$ cat src/rtl/rtrk_pkg.sv
package rtrk_pkg;
    localparam int BLK_W  = 16;
    localparam int LEVELS = 4;
    localparam int LVL_W  = $clog2(LEVELS);
    localparam int PAY_W  = LEVELS - 1;
    localparam int SET_W  = 3;
    localparam int SETS   = 1 << SET_W;
    localparam int WAYS   = 4;
    localparam int WAY_W  = $clog2(WAYS);
    localparam int TAG_W  = BLK_W - SET_W;

    typedef struct packed {
        logic              vld;
        logic [TAG_W-1:0]  tag;
        logic [PAY_W-1:0]  absent;
        logic [WAY_W-1:0]  age;
    } slot_t;

    typedef slot_t [WAYS-1:0] row_t;

    // one-hot flag for levels 1..LEVELS-1, zero for level 0
    function automatic logic [PAY_W-1:0] lvl_mask(input logic [LVL_W-1:0] lvl);
        logic [PAY_W-1:0] m;
        m = '0;
        for (int k = 1; k < LEVELS; k++)
            if (lvl == LVL_W'(k)) m[k-1] = 1'b1;
        return m;
    endfunction
endpackage

$ cat src/rtl/rtrk_match.sv
module rtrk_match
    import rtrk_pkg::*;
(
    input  row_t             row_i,
    input  logic [TAG_W-1:0] tag_i,
    output logic             any_o,
    output logic [WAY_W-1:0] idx_o
);
    logic [WAYS-1:0] hit;

    generate
        for (genvar w = 0; w < WAYS; w++) begin : g_cmp
            assign hit[w] = row_i[w].vld && (row_i[w].tag == tag_i);
        end
    endgenerate

    always_comb begin
        any_o = |hit;
        idx_o = '0;
        for (int w = WAYS - 1; w >= 0; w--)
            if (hit[w]) idx_o = WAY_W'(w);
    end
endmodule

$ cat src/rtl/rtrk_evict_row.sv
module rtrk_evict_row
    import rtrk_pkg::*;
(
    input  logic             en_i,
    input  row_t             row_i,
    input  logic [TAG_W-1:0] tag_i,
    input  logic [PAY_W-1:0] mask_i,
    output row_t             row_o
);
    logic             any;
    logic [WAY_W-1:0] hidx;
    logic [WAY_W-1:0] vidx;
    logic [WAY_W-1:0] tgt;
    logic             found;

    rtrk_match u_m (
        .row_i (row_i),
        .tag_i (tag_i),
        .any_o (any),
        .idx_o (hidx)
    );

    // victim: lowest free way, otherwise the oldest way
    always_comb begin
        vidx  = '0;
        found = 1'b0;
        for (int w = 0; w < WAYS; w++) begin
            if (!row_i[w].vld && !found) begin
                vidx  = WAY_W'(w);
                found = 1'b1;
            end
        end
        if (!found) begin
            for (int w = 0; w < WAYS; w++)
                if (row_i[w].age == WAY_W'(WAYS - 1)) vidx = WAY_W'(w);
        end
    end

    always_comb begin
        tgt   = any ? hidx : vidx;
        row_o = row_i;
        if (en_i && (|mask_i)) begin
            if (any) begin
                row_o[tgt].absent = row_i[tgt].absent | mask_i;
            end else begin
                row_o[tgt].vld    = 1'b1;
                row_o[tgt].tag    = tag_i;
                row_o[tgt].absent = mask_i;
            end
            for (int w = 0; w < WAYS; w++) begin
                if (WAY_W'(w) == tgt)
                    row_o[w].age = '0;
                else if (row_i[w].age < row_i[tgt].age)
                    row_o[w].age = row_i[w].age + 1'b1;
            end
        end
    end
endmodule

$ cat src/rtl/rtrk_place_row.sv
module rtrk_place_row
    import rtrk_pkg::*;
(
    input  logic             en_i,
    input  row_t             row_i,
    input  logic [TAG_W-1:0] tag_i,
    input  logic [PAY_W-1:0] mask_i,
    output row_t             row_o
);
    logic             any;
    logic [WAY_W-1:0] hidx;
    logic [PAY_W-1:0] left;

    rtrk_match u_m (
        .row_i (row_i),
        .tag_i (tag_i),
        .any_o (any),
        .idx_o (hidx)
    );

    always_comb begin
        row_o = row_i;
        left  = row_i[hidx].absent & ~mask_i;
        if (en_i && any && (|mask_i)) begin
            row_o[hidx].absent = left;
            if (left == '0) row_o[hidx].vld = 1'b0;
        end
    end
endmodule

$ cat src/rtl/rtrk_miss_pred.sv
module rtrk_miss_pred
    import rtrk_pkg::*;
(
    input  logic             clk,
    input  logic             rst,
    input  logic             ev_en,
    input  logic [BLK_W-1:0] ev_blk,
    input  logic [LVL_W-1:0] ev_lvl,
    input  logic             pl_en,
    input  logic [BLK_W-1:0] pl_blk,
    input  logic [LVL_W-1:0] pl_lvl,
    input  logic             q_en,
    input  logic [BLK_W-1:0] q_blk,
    output logic             q_ack,
    output logic [PAY_W-1:0] q_miss
);
    row_t tbl_q [SETS];
    row_t tbl_e [SETS];
    row_t tbl_p [SETS];
    row_t ev_row;
    row_t pl_row;

    logic [SET_W-1:0] ev_set, pl_set, q_set;
    logic [TAG_W-1:0] ev_tag, pl_tag, q_tag;
    logic             q_any;
    logic [WAY_W-1:0] q_idx;
    logic [PAY_W-1:0] q_bits;

    assign ev_set = ev_blk[SET_W-1:0];
    assign ev_tag = ev_blk[BLK_W-1:SET_W];
    assign pl_set = pl_blk[SET_W-1:0];
    assign pl_tag = pl_blk[BLK_W-1:SET_W];
    assign q_set  = q_blk[SET_W-1:0];
    assign q_tag  = q_blk[BLK_W-1:SET_W];

    // stage 1: eviction
    rtrk_evict_row u_ev (
        .en_i   (ev_en),
        .row_i  (tbl_q[ev_set]),
        .tag_i  (ev_tag),
        .mask_i (lvl_mask(ev_lvl)),
        .row_o  (ev_row)
    );

    always_comb begin
        tbl_e = tbl_q;
        if (ev_en) tbl_e[ev_set] = ev_row;
    end

    // stage 2: fill, applied after the eviction so a fill wins
    rtrk_place_row u_pl (
        .en_i   (pl_en),
        .row_i  (tbl_e[pl_set]),
        .tag_i  (pl_tag),
        .mask_i (lvl_mask(pl_lvl)),
        .row_o  (pl_row)
    );

    always_comb begin
        tbl_p = tbl_e;
        if (pl_en) tbl_p[pl_set] = pl_row;
    end

    // stage 3: query sees the fully updated table
    rtrk_match u_q (
        .row_i (tbl_p[q_set]),
        .tag_i (q_tag),
        .any_o (q_any),
        .idx_o (q_idx)
    );

    assign q_bits = q_any ? tbl_p[q_set][q_idx].absent : '0;

    always_ff @(posedge clk) begin
        if (rst) begin
            for (int s = 0; s < SETS; s++) begin
                for (int w = 0; w < WAYS; w++) begin
                    tbl_q[s][w].vld    <= 1'b0;
                    tbl_q[s][w].tag    <= '0;
                    tbl_q[s][w].absent <= '0;
                    tbl_q[s][w].age    <= WAY_W'(w);
                end
            end
            q_ack  <= 1'b0;
            q_miss <= '0;
        end else begin
            tbl_q  <= tbl_p;
            q_ack  <= q_en;
            q_miss <= q_en ? q_bits : '0;
        end
    end
endmodule

$ cat config.mk
export PLATFORM = sky130hd
export DESIGN_NAME = rtrk_miss_pred
export DESIGN_NICKNAME = d
export VERILOG_FILES = /design/src/rtl/rtrk_pkg.sv /design/src/rtl/rtrk_match.sv /design/src/rtl/rtrk_evict_row.sv /design/src/rtl/rtrk_place_row.sv /design/src/rtl/rtrk_miss_pred.sv
export SDC_FILE = /design/constraint.sdc
export NUM_CORES = 2
export LEC_CHECK = 0
export BUFFER_PORTS_ARGS = -buffer_cell sky130_fd_sc_hd__buf_2
export CAP_MARGIN = 20
export CORE_MARGIN = 4
export CORE_UTILIZATION = 41
export CTS_BUF_LIST = sky130_fd_sc_hd__clkbuf_16
export DETAILED_ROUTE_END_ITERATION = 10
export MAX_ROUTING_LAYER = met4
export SKIP_CTS_REPAIR_TIMING = 1
export SYNTH_ARGS = -nofsm -noshare
export SYNTH_HDL_FRONTEND = slang
export SYNTH_SLANG_ARGS = --single-unit
$ cat constraint.sdc
create_clock -name clk -period 10.3 [get_ports clk]
set_input_delay 0 -clock clk [delete_from_list [all_inputs] [get_ports clk]]
set_output_delay 0 -clock clk [all_outputs]
set_load 0.02 [all_outputs]
==> flow_results.org <==
** Floorplan
- Die extent in x :: roughly 330 um
- I/O pin total :: 61
- Row generation in the floorplan step produced roughly 120 rows.
- Die Footprint :: 0.109 sq mm
- Measured along the y axis, the die boundary spans 330 um.
- The region available for standard cell placement spans 0.102 sq mm.
- For this configuration, the core starts out at a cell density of 41.5%.

** Clock network
- Cts bufs inserted :: 77
- Clock sinks :: 612
- The later pin in the worst-skew pair is clocked with a latency of 690 ps.
- No sink is reached through more buffers than the 3 on the longest clock path.
- Post-CTS clock slew at the launch and capture registers of the worst setup and hold paths :: around 70 ps
- Clock tree from TritonCTS :: built
- The cell sitting at the root of the clock tree is a sky130_fd_sc_hd__clkbuf_16.
- The H-tree was split into 3 levels.

** Cells and area
- Combined area of the multi-input logic cells :: 0.0280 sq mm
- The filler cells instantiated in the layout total slightly above 10,000.
- Area added between synthesis and finish :: 9.71%
- Of the cells placed in the final design, the portion with a size suffix greater than 1 is between 10 and 15%.
- Utilization after layout :: between 40 and 50%
- Final net count :: 5,304
- Seq. cell area :: 0.0123 sq mm

** Logic synthesis
- The most common cell in the synthesized netlist is sky130_fd_sc_hd__nor2_1.
- Cell types with the highest counts after synthesis :: 867 x sky130_fd_sc_hd__nor2_1, 612 x sky130_fd_sc_hd__dfxtp_1, 552 x sky130_fd_sc_hd__nand2_1
- In this run, synthesis produced a sequential element count of between 600 and 700.
- After synthesis, the netlist uses 122 different library cells.
- Gate count of the mapped netlist :: 5,389
- The mapped netlist covers 0.0425 sq mm.
- Asr flop ratio synth :: 0%
- The synthesized design contains 0 enable-type register cells.
- Mean area per synthesized cell :: 7.88 sq um
- Yosys attributes the largest share of cell area to sky130_fd_sc_hd__dfxtp_1 29%, sky130_fd_sc_hd__mux4_2 8.5%, sky130_fd_sc_hd__nor2_1 7.7%, sky130_fd_sc_hd__a21oi_1 5.7%, sky130_fd_sc_hd__mux2i_1 5.1%.
- Largest area contributor in the synthesized netlist :: sky130_fd_sc_hd__dfxtp_1
- The share of the Yosys chip area taken by registers is 28.8%.
- Main synth FF type :: sky130_fd_sc_hd__dfxtp_1
- Post-synth net total :: 5,454
- Summed over its instances, the top area cell type makes up 28.8% of the synthesized netlist area.
- Number of warnings reported in the yosys synthesis log :: 0

** Critical path
- In this design, the critical path's most frequently occurring cell is sky130_fd_sc_hd__a31oi_1.
- Worst endpoint data arrival time :: 9730 ps
- Critical path's largest stage delay :: 680 ps
- Endpoint class of the critical path :: flip-flop
- WP buf/inv :: 5
- The slowest stage of the critical path belongs to the cell sky130_fd_sc_hd__a31oi_1.
- STA classifies the critical path startpoint as an input pin.
- Data required time of the worst path :: about 11,000 ps
- Maximum fanout count along the critical path :: 51
- By startpoint and endpoint, the worst setup path is classified as in2reg.
- Cell class contributing the biggest share of worst-path delay :: compound AO/OA/AOI/OAI gates

** STA
- The final count of pins violating max slew came to 0.
- Final period util :: between 80% and 90%
- The number of endpoints with negative hold slack in the final report is 0.
- The smallest clock period supported by the final layout is computed as 9140 ps.
- Unrepaired setup endpoints after global routing :: false
- Measured against its own limit, the worst slew margin works out to 10.5%.
- Timing would allow up to about 110 MHz.
- Maximum clock skew at final layout :: between 30 and 40 ps
- At the pin with the least slew margin, the transition time is 1340 ps.
- Final-report setup violation count :: 0
- After routing, the total negative slack on setup checks comes to 0 ps.

** Place
- At the end of routability-driven placement, the weighted congestion stood at 1.08.
- Port Buffers :: 60
- Sum of net half-perimeters after detailed placement :: approximately 160,000 um

** Status
- Outcome :: completed

** Global routing
- Largest net degree at the start of global routing :: a little over 100
- The first global-routing pass estimated 321,000 um of wire.
- The via count of the first global-routing pass is 42,570.
- For this run, the total global-route usage over all layers was measured as 42.2%.
- Antenna violations before repair :: 14
- Global routing finished with a remaining overflow of 0.

** Pwr
- Switching power of the nets :: 2.16 mW
- Internal Power :: 4.31 mW
- Switching Fraction :: 33.3%
- Leakage power total :: around 17 nW
- Power share of the clock group :: 41.1%
- Across the VDD grid, the largest voltage drop is 135 uV.
- Per report_power, the sequential group accounts for 37.9% of the total.
- Fraction of power consumed by combinational cells :: 21.0%
- Power Density :: 139 mW/mm^2

** Routing
- Detailed-route via count :: 46,307
- For this run, the detailed router's first-pass iteration total came to 6.
- The detail route stage leaves a number of antenna-violating nets equal to 0.
- The final layout contains routed wiring with a total length of 231,000 um.
- In the routed design, unresolved DRC markers number 0.
- Post-detailed-route via-to-cell ratio :: 6.93
- Drt wl/cell :: between 30 and 40 um
- Number of DRC markers after the initial detailed-route iteration :: 7,829

** Run
- Across the run, the number of max-cap violations was 0.

** Min path
- Worst min-delay path category :: in2reg
==> logic make-up (layout without fill, tap and decap cells) <==
logic type | after synthesis | count (layout) | share of synthesized area [%]
AND/OR/NAND/NOR | 2028 | 2028 | 21.9
AO/OA/AOI/OAI | 1607 | 1607 | 24.4
flip-flops | 612 | 612 | 28.8
buffers and inverters | 542 | 449 | 5.71
multiplexers | 491 | 491 | 16.8
XOR/XNOR | 101 | 101 | 2.10
adder cells (fa/ha/maj) | 8 | 8 | 0.236
other | 0 | 18 | 0
==> final timing paths <==
| kind | start | endpoint | slack (ps) | cells after the start |
|---|---|---|---|---|
| max | ev_blk[2] | q_miss[1]$_SDFF_PP0_ | 1160 | 29 |
| min | ev_blk[6] | tbl_q[255]$_SDFF_PP0_ | 70 | 4 |
| max reg2reg | tbl_q[133]$_SDFF_PP1_ | q_miss[1]$_SDFF_PP0_ | 1390 | 26 |
| min reg2reg | tbl_q[476]$_SDFF_PP0_ | tbl_q[476]$_SDFF_PP0_ | 460 | 2 |
==> worst register-to-register path, stage by stage (launching register included) <==
cell,delay (ps)
sky130_fd_sc_hd__dfxtp_1,320
sky130_fd_sc_hd__mux2_2,280
sky130_fd_sc_hd__a221oi_1,280
sky130_fd_sc_hd__o22ai_1,240
sky130_fd_sc_hd__ha_1,350
sky130_fd_sc_hd__a21o_1,180
sky130_fd_sc_hd__a2111oi_2,370
sky130_fd_sc_hd__a31oi_1,420
sky130_fd_sc_hd__a31oi_1,680
sky130_fd_sc_hd__nand4_4,450
sky130_fd_sc_hd__buf_4,350
sky130_fd_sc_hd__mux2i_1,650
sky130_fd_sc_hd__a21oi_1,260
sky130_fd_sc_hd__xnor2_1,250
sky130_fd_sc_hd__o2111ai_1,250
sky130_fd_sc_hd__a211oi_1,310
sky130_fd_sc_hd__nand4_1,140
sky130_fd_sc_hd__buf_4,200
sky130_fd_sc_hd__o221a_2,340
sky130_fd_sc_hd__a32oi_4,540
sky130_fd_sc_hd__nand4_2,390
sky130_fd_sc_hd__o21ai_0,390
sky130_fd_sc_hd__o211ai_1,150
sky130_fd_sc_hd__a32o_2,400
sky130_fd_sc_hd__nor4_1,430
sky130_fd_sc_hd__a211oi_2,80
sky130_fd_sc_hd__o2bb2ai_1,140
==> cells in the final DEF, fill, tap and decap left out, drive strengths merged, types with 160 or more instances in the layout <==
cell / n
dfxtp: 612
mux2i: 226
o21ai: 284
a211oi: 174
nor2: 868
mux4: 160
a21oi: 487
buf: 272
o22ai: 226
nand2: 558
==> per-layer routing <==
metal,GRT usage (%),share of wire (%),up-vias
li1,-,-,19552
met1,52.8,38,22242
met5,-,0,-
met2,58.9,41,3588
met4,28.8,8.5,0
met3,11.8,13,925
==> per-stage QoR <==
stage / cells / hold WS, ps / power (mW) / cell area, sq um / setup WS (ps)
finish: 6682 / 71.1 / 6.47 / 46600 / 1160
global route: 6678 / 87.1 / 6.61 / 46600 / 1150
CTS: 6661 / -265 / 6.41 / 46500 / 1680
detailed placement: 6525 / 420 / 3.79 / 44200 / 1030
global placement: 6522 / 425 / 3.79 / 44100 / 1130
floorplan: 5389 / 87.1 / 3.27 / 42500 / 2040
==> power groups by stage <==
stage          Combinational (mW)  Clock, mW  Sequential, mW
5_1_grt                      1.39       2.77            2.45
4_1_cts                      1.29       2.67            2.45
6_report                     1.36       2.66            2.45
3_3_place_gp                 1.29          0            2.50
3_5_place_dp                 1.29          0            2.50
2_1_floorplan               0.779          0            2.49
==> state kept, by name, indices dropped and copies added (netlist names) <==
name,flops
q_ack,1
tbl_q,608
q_miss,3
==> area by class of cell <==
class | instances | share of cell area, %
antenna | 18 | 0.0967
sequential | 612 | 26.3
clock inverter | 57 | 0.840
tap | 1368 | 3.67
timing repair buffer | 276 | 4.52
multi-input combinational | 4235 | 60.0
clock buffer | 79 | 4.24
inverter | 37 | 0.317
Note: power is estimated with default switching activity, not from simulation.
